$ cat config.mk
export PLATFORM = sky130hd
export DESIGN_NAME = ddr_cmd_decoder
export DESIGN_NICKNAME = d
export VERILOG_FILES = /design/src/rtl/ddr_cmd_pkg.sv /design/src/rtl/ddr_pin_decode.sv /design/src/rtl/ddr_cmd_qualify.sv /design/src/rtl/ddr_pwr_fsm.sv /design/src/rtl/ddr_cmd_decoder.sv
export SDC_FILE = /design/constraint.sdc
export NUM_CORES = 1
export LEC_CHECK = 0
export BUFFER_PORTS_ARGS = -buffer_cell sky130_fd_sc_hd__buf_4
export CAP_MARGIN = 20
export CORE_ASPECT_RATIO = 0.9
export CORE_MARGIN = 2
export CORE_UTILIZATION = 45
export CTS_CLUSTER_DIAMETER = 50
export DETAILED_ROUTE_END_ITERATION = 7
export HOLD_SLACK_MARGIN = 0.02
export PLACE_DENSITY = 0.68
export SLEW_MARGIN = 20
export SYNTH_ARGS = -nofsm -noshare
export SYNTH_HDL_FRONTEND = slang
export SYNTH_SLANG_ARGS = --single-unit
export TNS_END_PERCENT = 1
$ cat constraint.sdc
create_clock -name clk -period 2.1 [get_ports clk]
set_input_delay 0.315 -clock clk [delete_from_list [all_inputs] [get_ports clk]]
set_output_delay 0.315 -clock clk [all_outputs]
set_load 0.02 [all_outputs]
$ cat src/rtl/ddr_cmd_pkg.sv
package ddr_cmd_pkg;

  localparam int CMD_N = 12;

  typedef enum logic [3:0] {
    C_NOP   = 4'd0,
    C_ACT   = 4'd1,
    C_RD    = 4'd2,
    C_WR    = 4'd3,
    C_PRE   = 4'd4,
    C_TERM  = 4'd5,
    C_REF   = 4'd6,
    C_MRS   = 4'd7,
    C_SRIN  = 4'd8,
    C_SROUT = 4'd9,
    C_PDIN  = 4'd10,
    C_PDOUT = 4'd11
  } cmd_e;

  typedef enum logic [1:0] {
    PS_NORM  = 2'd0,
    PS_PDN   = 2'd1,
    PS_SREF  = 2'd2,
    PS_SRREC = 2'd3
  } pwr_e;

  typedef enum logic [2:0] {
    P_NOP  = 3'd0,
    P_ACT  = 3'd1,
    P_RD   = 3'd2,
    P_WR   = 3'd3,
    P_PRE  = 3'd4,
    P_TERM = 3'd5,
    P_REF  = 3'd6,
    P_MRS  = 3'd7
  } pat_e;

endpackage

$ cat src/rtl/ddr_pin_decode.sv
module ddr_pin_decode
  import ddr_cmd_pkg::*;
(
  input  logic cs_n,
  input  logic ras_n,
  input  logic cas_n,
  input  logic we_n,
  output pat_e pat
);

  always_comb begin
    pat = P_NOP;
    if (!cs_n) begin
      unique case ({ras_n, cas_n, we_n})
        3'b111: pat = P_NOP;
        3'b011: pat = P_ACT;
        3'b101: pat = P_RD;
        3'b100: pat = P_WR;
        3'b010: pat = P_PRE;
        3'b110: pat = P_TERM;
        3'b001: pat = P_REF;
        3'b000: pat = P_MRS;
        default: pat = P_NOP;
      endcase
    end
  end

endmodule

$ cat src/rtl/ddr_cmd_qualify.sv
module ddr_cmd_qualify
  import ddr_cmd_pkg::*;
#(
  parameter int BA_W = 2
) (
  input  pat_e            pat,
  input  pwr_e            state,
  input  logic            cke,
  input  logic            cke_prev,
  input  logic            all_idle,
  input  logic [BA_W-1:0] ba,
  input  logic            a10,
  input  logic            rd_burst_noap,
  output cmd_e            cmd,
  output logic            ill,
  output logic            use_bank,
  output logic            ap,
  output logic            pa,
  output logic [1:0]      mr,
  output logic            go_pd,
  output logic            go_sr,
  output logic            leave_pd,
  output logic            leave_sr
);

  logic is_nop;
  logic mr_base;
  logic mr_ext;

  assign is_nop  = (pat == P_NOP);
  assign mr_base = (ba == BA_W'(0));
  assign mr_ext  = (ba == BA_W'(1));

  always_comb begin
    cmd      = C_NOP;
    ill      = 1'b0;
    use_bank = 1'b0;
    ap       = 1'b0;
    pa       = 1'b0;
    mr       = 2'b00;
    go_pd    = 1'b0;
    go_sr    = 1'b0;
    leave_pd = 1'b0;
    leave_sr = 1'b0;
    unique case (state)
      PS_NORM: begin
        if (!cke_prev) begin
          cmd = C_NOP;
        end else if (cke) begin
          unique case (pat)
            P_NOP: cmd = C_NOP;
            P_ACT: begin
              cmd      = C_ACT;
              use_bank = 1'b1;
            end
            P_RD: begin
              cmd      = C_RD;
              use_bank = 1'b1;
              ap       = a10;
            end
            P_WR: begin
              cmd      = C_WR;
              use_bank = 1'b1;
              ap       = a10;
            end
            P_PRE: begin
              cmd      = C_PRE;
              use_bank = 1'b1;
              pa       = a10;
            end
            P_TERM: begin
              if (rd_burst_noap) cmd = C_TERM;
              else               ill = 1'b1;
            end
            P_REF: begin
              if (all_idle) cmd = C_REF;
              else          ill = 1'b1;
            end
            P_MRS: begin
              if (all_idle && (mr_base || mr_ext)) begin
                cmd      = C_MRS;
                use_bank = 1'b1;
                mr       = {mr_ext, mr_base};
              end else begin
                ill = 1'b1;
              end
            end
            default: ill = 1'b1;
          endcase
        end else begin
          if (!all_idle) begin
            ill = 1'b1;
          end else if (pat == P_REF) begin
            cmd   = C_SRIN;
            go_sr = 1'b1;
          end else if (is_nop) begin
            cmd   = C_PDIN;
            go_pd = 1'b1;
          end else begin
            ill = 1'b1;
          end
        end
      end
      PS_PDN: begin
        if (cke) begin
          cmd      = C_PDOUT;
          leave_pd = 1'b1;
        end
      end
      PS_SREF: begin
        if (cke) begin
          if (is_nop) begin
            cmd      = C_SROUT;
            leave_sr = 1'b1;
          end else begin
            ill = 1'b1;
          end
        end
      end
      PS_SRREC: begin
        if (!cke || !is_nop) ill = 1'b1;
      end
      default: ill = 1'b1;
    endcase
    if (ill) cmd = C_NOP;
  end

endmodule

$ cat src/rtl/ddr_pwr_fsm.sv
module ddr_pwr_fsm
  import ddr_cmd_pkg::*;
#(
  parameter int TRFC_CYC = 6
) (
  input  logic clk,
  input  logic rst,
  input  logic cke,
  input  logic go_pd,
  input  logic go_sr,
  input  logic leave_pd,
  input  logic leave_sr,
  output pwr_e state,
  output logic cke_prev
);

  localparam int CNT_W = (TRFC_CYC > 1) ? $clog2(TRFC_CYC) : 1;
  localparam logic [CNT_W-1:0] CNT_LOAD = CNT_W'(TRFC_CYC - 1);

  logic [CNT_W-1:0] rec_cnt;

  always_ff @(posedge clk) begin
    if (rst) begin
      state    <= PS_NORM;
      rec_cnt  <= '0;
      cke_prev <= 1'b1;
    end else begin
      cke_prev <= cke;
      unique case (state)
        PS_NORM: begin
          if (go_sr)      state <= PS_SREF;
          else if (go_pd) state <= PS_PDN;
        end
        PS_PDN: begin
          if (leave_pd) state <= PS_NORM;
        end
        PS_SREF: begin
          if (leave_sr) begin
            state   <= PS_SRREC;
            rec_cnt <= CNT_LOAD;
          end
        end
        PS_SRREC: begin
          if (rec_cnt == '0) state <= PS_NORM;
          else               rec_cnt <= rec_cnt - 1'b1;
        end
        default: state <= PS_NORM;
      endcase
    end
  end

endmodule

$ cat src/rtl/ddr_cmd_decoder.sv
module ddr_cmd_decoder
  import ddr_cmd_pkg::*;
#(
  parameter int NUM_BANKS = 4,
  parameter int TRFC_CYC  = 6,
  localparam int BA_W     = (NUM_BANKS > 1) ? $clog2(NUM_BANKS) : 1
) (
  input  logic                 clk,
  input  logic                 rst,
  input  logic                 cs_n,
  input  logic                 ras_n,
  input  logic                 cas_n,
  input  logic                 we_n,
  input  logic                 cke,
  input  logic [BA_W-1:0]      ba,
  input  logic                 a10,
  input  logic [NUM_BANKS-1:0] bank_active,
  input  logic                 rd_burst_noap,
  output logic [CMD_N-1:0]     cmd_oh,
  output logic [BA_W-1:0]      cmd_bank,
  output logic                 auto_pre,
  output logic                 pre_all,
  output logic [1:0]           mr_sel,
  output logic                 illegal,
  output logic [1:0]           pwr_state
);

  pat_e            pat;
  pwr_e            state;
  cmd_e            cmd;
  logic            cke_prev;
  logic            all_idle;
  logic            ill;
  logic            use_bank;
  logic            ap;
  logic            pa;
  logic [1:0]      mr;
  logic            go_pd;
  logic            go_sr;
  logic            leave_pd;
  logic            leave_sr;
  logic [CMD_N-1:0] oh_next;

  assign all_idle = ~|bank_active;

  ddr_pin_decode pin_i (
    .cs_n  (cs_n),
    .ras_n (ras_n),
    .cas_n (cas_n),
    .we_n  (we_n),
    .pat   (pat)
  );

  ddr_cmd_qualify #(.BA_W(BA_W)) qual_i (
    .pat           (pat),
    .state         (state),
    .cke           (cke),
    .cke_prev      (cke_prev),
    .all_idle      (all_idle),
    .ba            (ba),
    .a10           (a10),
    .rd_burst_noap (rd_burst_noap),
    .cmd           (cmd),
    .ill           (ill),
    .use_bank      (use_bank),
    .ap            (ap),
    .pa            (pa),
    .mr            (mr),
    .go_pd         (go_pd),
    .go_sr         (go_sr),
    .leave_pd      (leave_pd),
    .leave_sr      (leave_sr)
  );

  ddr_pwr_fsm #(.TRFC_CYC(TRFC_CYC)) pwr_i (
    .clk      (clk),
    .rst      (rst),
    .cke      (cke),
    .go_pd    (go_pd),
    .go_sr    (go_sr),
    .leave_pd (leave_pd),
    .leave_sr (leave_sr),
    .state    (state),
    .cke_prev (cke_prev)
  );

  genvar gi;
  generate
    for (gi = 0; gi < CMD_N; gi++) begin : g_oh
      assign oh_next[gi] = !ill && (cmd == cmd_e'(gi));
    end
  endgenerate

  always_ff @(posedge clk) begin
    if (rst) begin
      cmd_oh   <= '0;
      cmd_bank <= '0;
      auto_pre <= 1'b0;
      pre_all  <= 1'b0;
      mr_sel   <= 2'b00;
      illegal  <= 1'b0;
    end else begin
      cmd_oh   <= oh_next;
      cmd_bank <= use_bank ? ba : '0;
      auto_pre <= ap;
      pre_all  <= pa;
      mr_sel   <= mr;
      illegal  <= ill;
    end
  end

  assign pwr_state = state;

endmodule

==> results of run 1 <==
[Yosys cell counts (3+ instances only)]
master / n
inv_1: 5
o21bai_1: 3
o21ai_0: 3
a21oi_1: 4
a21o_1: 3
nor4b_1: 3
nand3_1: 3
dfxtp_1: 25
nor3b_1: 3
nor3_1: 15
nand2_1: 6
nor2_1: 6
[logic make-up (layout without fill, tap and decap cells)]
logic type      count (synthesis)  after routing  synth area share [%]
fa+ha+maj                       2              2                  2.09
xor+xnor                        1              1                 0.732
flops                          25             25                  41.8
simple gates                   58             58                  33.2
buf+inv                        13             48                  6.17
compound gates                 26             26                  16.0
[through the flow]
| step | total power (µW) | util [%] | cell area, µm² |
|---|---|---|---|
| 2_1_floorplan | 564 | - | 1200 |
| 3_3_place_gp | 606 | 59.0 | 1470 |
| 3_5_place_dp | 607 | 59.0 | 1470 |
| 4_1_cts | 823 | 60.2 | 1500 |
| 5_1_grt | 850 | 60.2 | 1500 |
| 6_report | 818 | 60.2 | 1500 |
[power groups by stage]
| stage | Sequential (µW) | Combinational, µW | Clock [µW] |
|---|---|---|---|
| final | 482 | 115 | 221 |
| after global routing | 483 | 126 | 242 |
| after CTS | 483 | 115 | 225 |
| after detailed placement | 493 | 115 | 0 |
| after global placement | 493 | 113 | 0 |
| after floorplan | 500 | 64.4 | 0 |
[state kept, by name (all words and copies together), names as in the netlist]
| name | cells |
|---|---|
| auto_pre | 1 |
| cmd_bank | 2 |
| cmd_oh | 12 |
| illegal | 1 |
| mr_sel | 2 |
| pre_all | 1 |
| pwr_i.cke_prev | 1 |
| pwr_i.rec_cnt | 3 |
| pwr_i.state | 2 |
[worst register-to-register path, stage by stage, from the launching register on]
cell,delay (ns)
dfxtp_1,0.34
nor3b_1,0.14
buf_4,0.14
nand2_1,0.15
nor4b_2,0.08
or3_1,0.46
nor4_1,0.27
[path summary, 6_finish.rpt]
path | to | slack [ns]
setup / recovery | cmd_oh[0] | 0.44
hold / removal | mr_sel[0] | 0.15
hold reg to reg | pwr_i.rec_cnt[2] | 0.49
setup reg to reg | cmd_oh[0] | 0.44
[area by class of cell]
class | instances | area share, %
multi-input combinational | 87 | 41.5
sequential | 25 | 33.4
timing repair buffer | 39 | 19.5
tap | 28 | 2.34
clock buffer | 3 | 1.50
inverter | 5 | 1.25
clock inverter | 1 | 0.501
[routing by layer]
metal	up-vias	GRT usage (%)	share of wire (%)
li1	529	-	-
met1	470	23.2	47
met2	34	29.2	47
met3	4	3.18	5.7
met4	0	4.65	0.95
met5	-	0	0
==> impl_metrics.tcl, run 1 <==
set metrics [dict create \
    drcViolationCount 0 \
    place_hpwl_mm 1.82 \
    hp-class "input pin to register" \
    cts_buffers 3 \
    cts_resized 0 \
    hold_slack_ns 0.151 \
    async_reset_ff_share_pct 0 \
    hold_violations 0 \
    coreArea_um2 2490 \
    clk_latency_ns 0.32 \
    fin_skew_ns 0.00146 \
    vias_per_cell 5.52 \
    cts_tree "done" \
    die_h_um 52.9 \
    reg2reg_depth 6 \
    worstReg2RegStart "pwr_i.cke_prev" \
    maxCapViolCount 0 \
    intPower_uw 605 \
    drv_slew 0 \
    worstPathMaxFanout 6 \
    postRouteAntennaNets 0 \
    synth_area_leaders "dfxtp_1 42%, nor3_1 6.3%, nor4b_1 2.2%" \
    ys.flop_type "dfxtp_1" \
    fin_crit_sh_pct 78.8 \
    startpoint "pwr_i.cke_prev" \
    ys_types 47 \
    num_antenna_cells 0 \
    drtIter0Drc 24 \
    cp.arrival_ns 1.90 \
    syn_inst 125 \
    hold_buffers 0 \
    ys_seq_area_share_pct 41.8 \
    routed_wl_mm 2.42 \
    grtUsageTotal_pct 17.5 \
    min_period_ns 1.66 \
    final_nets 178 \
    p_sw_uw 213 \
    synth-edff-count 0 \
    die_area_um2 3090 \
    path_clk_slew_ns 0.14 \
    fillerInstances 219 \
    swShare_pct 26.0 \
    setup_slack_ns 0.445 \
    cpMaxStageDelayCell "or3_1" \
    critPathKind "register to register" \
    critPathMaxStageDelay_ns 0.46 \
    min_path_cells 2 \
    h-tree-depth 1 \
    grt_max_degree 16 \
    yosysWarnings 0 \
    postCtsSetupBuffers 0 \
    synth_seq_cells 25 \
    stdcell_count 188 \
    place_ws_ns 0.131 \
    relSlewSlack_pct 58.5 \
    start_kind "register" \
    rsz0062_at_grt "no" \
    post_drt_wl_per_cell_um 12.9 \
    final_common_cell "buf_4" \
    combPwrFrac_pct 14.0 \
    dr_total_vias 1037 \
    yosys.area.top_type_share_pct 41.8 \
    overflow 0 \
    multi_input_area_um2 622 \
    antenna_found_initial 0 \
    seq_area_um2 500 \
    worst_setup_path_end_kind "register" \
    ctsRootBufferMaster "clkbuf_4" \
    synth_area_um2 1200 \
    start_util_pct 48.1 \
    worst-endpoint-required_ns 2.34 \
    yosysTopAreaCell "dfxtp_1" \
    rows 17 \
    clock-sinks 25 \
    hold_start "ba[0]" \
    synth_fp_nets 142 \
    portBuffers 35 \
    worst_pin_slew_ns 0.618 \
    setup_viol 0 \
    post-place-cells 184 \
    ios 36 \
    clockBufferDepth 2 \
    fin_setup_tns_ns 0 \
    first_pass_iters 5 \
    layout_common_cells "39 x buf_4, 25 x dfxtp_1, 15 x nor3_1" \
    cp_top_family "simple AND/OR/NAND/NOR gates" \
    seqPwrFrac_pct 59.0 \
    first_global_vias 947 \
    die_w_um 58.3 \
    area_growth_pct 25.3 \
    irDropWorstVdd_v 0.000380 \
    fmax_mhz 604 \
    clock_power_share_pct 27.0 \
    status "complete, no violations" \
    avgSynthCellArea_um2 9.57 \
    grt_first_pass_wirelength_mm 4.15 \
    cp.depth 6 \
    gp_congestion 0.776 \
    critPathBufInv 1 \
    cellLeakagePower_uw 0.000622 \
    drive_gt1_share_pct 36.3 \
    p_per_area_nw_per_um2 546 \
    path_cells "nor3b_1 -> buf_4 -> nand2_1 -> nor4b_2 -> or3_1 -> nor4_1" \
]
(Power assumes the default switching activity.)
==> run 2: changes to the inputs <==
ABC_AREA = 1   (was not set)
clock period = 1.6 ns   (was 2.1 ns; I/O delays follow)
==> run 2 against run 1 <==
Effect of this change:
- hold slack worse by 0.084 ns
- count of clock-buffer cells in the layout stayed put
- worst setup slack worse by 0.36 ns
- combinational power is 97% higher
- clock skew is 0.0017 ns higher
- via count is 12% higher
- utilization is 1.3 points higher
- clock power is 25% higher
- cell count is 29% higher
- power is 41% higher
- global-route usage is 0.75 points lower
- wire length is 2.4% lower
- critical endpoint is now pwr_i.state[0]
- largest power group unchanged
==> impl_metrics.tcl, run 2 <==
set metrics [dict create \
    status "complete, no violations" \
    synth-edff-count 0 \
    cellLeakagePower_uw 0.000806 \
    worst-endpoint-required_ns 1.82 \
    overflow 0 \
    gp_congestion 0.898 \
    post_drt_wl_per_cell_um 9.76 \
    yosys.area.top_type_share_pct 41.7 \
    fmax_mhz 661 \
    synthMuxAreaShare_pct 0 \
    critPathBufInv 1 \
    worst_setup_path_end_kind "register" \
    path_cells "inv_1 -> ha_1 -> ha_1 -> or2_4 -> o31ai_1 -> a21oi_2 -> a21oi_1 -> nor2_1" \
    hp-class "input pin to register" \
    path_clk_slew_ns 0.13 \
    ys_types 25 \
    synth_fp_nets 193 \
    num_antenna_cells 0 \
    ctsRootBufferMaster "clkbuf_4" \
    relSlewSlack_pct 80.1 \
    worst_pin_slew_ns 0.298 \
    layout_common_cells "40 x nor2_1, 35 x nand2_1, 35 x buf_4" \
    synth_common_cells "40 x nor2_1, 35 x nand2_1, 25 x dfxtp_1" \
    synth_xor_area_share_pct 0 \
    hold_violations 0 \
    drive_gt1_share_pct 26.6 \
    start_util_pct 48.2 \
    setup_viol 0 \
    die_area_um2 3100 \
    ys.flop_type "dfxtp_1" \
    fin_skew_ns 0.00312 \
    min_period_ns 1.51 \
    grt_first_pass_wirelength_mm 4.00 \
    regMostFlops "cmd_oh" \
    antenna_found_initial 0 \
    drcViolationCount 0 \
    rows 17 \
    portBuffers 35 \
    first_global_vias 979 \
    p_per_area_nw_per_um2 753 \
    cp.arrival_ns 1.73 \
    grt_max_degree 16 \
    worstPathMaxFanout 4 \
    yosys.area_share.simple_pct 39.4 \
    clockBufferDepth 2 \
    final_common_cell "nor2_1" \
    syn_inst 176 \
    largest_register_ff_count 12 \
    multi_input_area_um2 603 \
    irDropWorstVdd_v 0.000783 \
    place_ws_ns 0.0214 \
    synth_top_family_by_area "simple AND/OR/NAND/NOR gates" \
    ios 36 \
    critPathKind "register to register" \
    h-tree-depth 1 \
    start_kind "register" \
    clk_latency_ns 0.31 \
    critical_path.most_common_cell "ha_1" \
    maxCapViolCount 0 \
    yosysWarnings 0 \
    top_regs "cmd_oh x12, pwr_i.rec_cnt x3" \
    coreArea_um2 2490 \
    synth_fa_ha_area_share_pct 2.09 \
    async_reset_ff_share_pct 0 \
    routed_wl_mm 2.36 \
    synth_area_leaders "dfxtp_1 42%, nor2_1 13%, nand2_1 11%" \
    final_area_um2 1530 \
    first_pass_iters 4 \
    cp_top_family "adder cells" \
    vias_per_cell 4.81 \
    fin_util_pct 61.5 \
    fin_crit_sh_pct 94.5 \
    synth-compound-area-share_pct 8.24 \
    place_hpwl_mm 1.93 \
    place_area_um2 1490 \
    synth_seq_cells 25 \
    yosysTopAreaCell "dfxtp_1" \
    fillerInstances 246 \
    synth.most_common_cell "nor2_1" \
    clock-sinks 25 \
    drtIter0Drc 23 \
    critPathMaxStageDelay_ns 0.35 \
    die_h_um 53.0 \
    cts_buffers 3 \
    area_growth_pct 27.6 \
    cts_tree "done" \
    postRouteAntennaNets 0 \
    final_nets 232 \
    synth_area_um2 1200 \
    setup_slack_ns 0.0875 \
    avgSynthCellArea_um2 6.82 \
    grtUsageTotal_pct 16.7 \
    seq_area_um2 503 \
    die_w_um 58.4 \
    dr_total_vias 1164 \
    cpMaxStageDelayCell "dfxtp_2" \
    ys_seq_area_share_pct 41.7 \
    drv_slew 0 \
]
run 2: cell count changes after synthesis, moves of 4 or more:
cell / before / now
nor2_1: 6 / 40
inv_2: 0 / 4
nand3_1: 3 / 14
nand2_1: 6 / 35
inv_1: 5 / 22
nor3_1: 15 / 2
run 2: metrics by stage:
| step | TNS (ns) | std cells | hold slack, ns | total power, µW |
|---|---|---|---|---|
| global route | -0.00825 | 242 | 0.0545 | 1220 |
| floorplan | 0 | 176 | 0.312 | 807 |
| CTS | 0 | 242 | 0.0557 | 1170 |
| finish | 0 | 242 | 0.0670 | 1150 |
| global placement | 0 | 238 | 0.409 | 888 |
| detailed placement | 0 | 238 | 0.411 | 891 |
run 2: kinds of logic after synthesis:
logic type      after synthesis
compound gates               17
simple gates                105
buf+inv                      27
fa+ha+maj                     2
flops                        25
run 2: layout make-up:
type                       instances  area share, %
inverter                          26           6.37
clock inverter                     1          0.490
timing repair buffer              35           17.2
clock buffer                       3           1.47
multi-input combinational        124           39.4
sequential                        25           32.8
tap                               28           2.29
run 2: what timing repair did:
item,CTS,global route
buffers inserted,0,0
hold buffers,0,0
resized for setup,0,4
endpoints found under the setup margin,0,14
run 2: worst paths after layout:
check	start	end	slack, ns	depth (start not counted)
hold reg to reg	pwr_i.rec_cnt[0]	pwr_i.rec_cnt[0]	0.47	2
setup reg to reg	pwr_i.rec_cnt[0]	pwr_i.state[0]	0.09	8
setup / recovery	pwr_i.rec_cnt[0]	pwr_i.state[0]	0.09	8
hold / removal	ba[0]	mr_sel[0]	0.07	2
run 2: per-layer routing:
layer	vias up	track usage, %	share of wire (%)	wire length, µm
met5	-	0	0	0
met4	0	6.20	1.5	35
met3	4	4.89	6.1	145
met2	29	28.7	45	1060
met1	501	19.8	47	1120
li1	630	-	-	-
run 2: power breakdown:
part	internal [µW]	switching (µW)
logic	87.3	140
registers	640	10.3
clock network	95.4	180
==> run 3: changes to the inputs <==
REMOVE_ABC_BUFFERS = 1   (was not set)
==> run 3 against run 2 <==
Effect of this change:
- final area increased by 0.16%
- power decreased by 0.15%
- wire length increased by 5.4%
- sequential share of layout area decreased by 0.054 points
- via count increased by 2.0%
- sequential power about the same
- combinational power about the same
- critical path depth increased by 1
- worst setup slack improved by 0.0028 ns
- critical endpoint is now pwr_i.state[1]
==> impl_metrics.tcl, run 3 (synthesis gave the netlist of run 2 again) <==
set metrics [dict create \
    status "complete, no violations" \
    coreArea_um2 2490 \
    p_per_area_nw_per_um2 751 \
    maxCapViolCount 0 \
    grt_max_degree 15 \
    portBuffers 35 \
    final_area_um2 1530 \
    fin_setup_tns_ns 0 \
    start_util_pct 48.2 \
    rsz0062_at_grt "no" \
    worst_setup_path_end_kind "register" \
    worstPathMaxFanout 4 \
    final_common_cell "nor2_1" \
    fmax_mhz 662 \
    cp.arrival_ns 1.77 \
    cts_tree "done" \
    postRouteAntennaNets 0 \
    first_global_vias 1039 \
    die_w_um 58.4 \
    irDropWorstVdd_v 0.000670 \
    dr_total_vias 1187 \
    grtUsageTotal_pct 17.4 \
    place_area_um2 1490 \
    start_kind "register" \
    worst-endpoint-required_ns 1.86 \
    stdcell_count 242 \
    fillerInstances 241 \
    die_h_um 53.0 \
    worst_pin_slew_ns 0.296 \
    place_ws_ns 0.0168 \
    multi_input_area_um2 608 \
    gp_congestion 0.941 \
    seq_area_um2 503 \
    postCtsSetupBuffers 0 \
    ios 36 \
    drive_gt1_share_pct 27.1 \
    hold_violations 0 \
    overflow 0 \
    critPathKind "register to register" \
    antenna_found_initial 0 \
    fin_crit_sh_pct 94.4 \
    area_growth_pct 27.8 \
    num_antenna_cells 0 \
    die_area_um2 3100 \
    power_uw 1150 \
    clockBufferDepth 2 \
    drcViolationCount 0 \
    top_regs "cmd_oh x12, pwr_i.rec_cnt x3" \
    routed_wl_mm 2.49 \
    layout_common_cells "40 x nor2_1, 35 x nand2_1, 35 x buf_4" \
    fin_skew_ns 0.00574 \
    h-tree-depth 1 \
    final_nets 232 \
    ctsRootBufferMaster "clkbuf_4" \
    post_drt_wl_per_cell_um 10.3 \
    largest_register_ff_count 12 \
    cts_buffers 3 \
    post-place-cells 238 \
    drv_slew 0 \
    drtIter0Drc 27 \
    cellLeakagePower_uw 0.000813 \
    hp-class "input pin to register" \
    setup_slack_ns 0.0903 \
    r2r_slack_ns 0.09 \
    clk_latency_ns 0.31 \
    regMostFlops "cmd_oh" \
    min_period_ns 1.51 \
    first_pass_iters 4 \
    rows 17 \
    place_hpwl_mm 2.04 \
    relSlewSlack_pct 80.3 \
    vias_per_cell 4.90 \
    path_clk_slew_ns 0.13 \
    setup_viol 0 \
    grt_first_pass_wirelength_mm 4.17 \
    clock-sinks 25 \
]
[run 3: cell types whose count changed in the layout (fill, tap and decap cells not counted), sizes merged]
cell and delta:
clkinv +1, clkinvlp -1
[run 3: power by group]
group / internal (µW) / total, µW / switching [µW]
sequential: 640 / 650 / 10.2
clock: 93.5 / 273 / 179
combinational: 87.8 / 229 / 141
[run 3: area by class of cell]
type | count | share of cell area, %
multi-input combinational | 124 | 39.6
sequential | 25 | 32.8
timing repair buffer | 35 | 17.1
inverter | 26 | 6.36
tap | 28 | 2.28
clock buffer | 3 | 1.47
clock inverter | 1 | 0.326
[run 3: through the flow]
stage / utilization (%) / hold WS, ns
6_report: 61.6 / 0.0792
5_1_grt: 61.6 / 0.0689
4_1_cts: 61.1 / 0.0748
3_5_place_dp: 60.0 / 0.418
3_3_place_gp: 60.0 / 0.408
2_1_floorplan: - / 0.312
[run 3: worst paths after layout]
path                                       start          endpoint  cells after the start
worst min register to register  pwr_i.rec_cnt[0]  pwr_i.rec_cnt[0]                      2
worst max-delay path            pwr_i.rec_cnt[0]    pwr_i.state[1]                      9
worst max register to register  pwr_i.rec_cnt[0]    pwr_i.state[1]                      9
worst min-delay path                       ba[0]         mr_sel[0]                      2
[run 3: metal layers]
metal	track usage [%]	part of all wire (%)	wire, µm	vias up
li1	-	-	-	634
met1	21.1	45	1130	519
met2	30.5	49	1210	32
met3	3.91	5.4	135	2
met4	5.43	0.48	12	0
met5	0	0	0	-
[run 3: critical path: stages, from the launching register on]
cell     delay, ns
dfxtp_2       0.35
inv_1         0.04
ha_1          0.19
ha_1          0.20
or2_4         0.26
o31ai_2       0.07
a21oi_2       0.08
nand3_1       0.10
nand2_1       0.05
a21oi_1       0.11
[run 3: what timing repair did]
action                     CTS  global route
gates cloned                 0             0
pin swaps                    0             0
resized for setup            1             4
setup endpoints to repair    2            13
hold buffers                 0             0
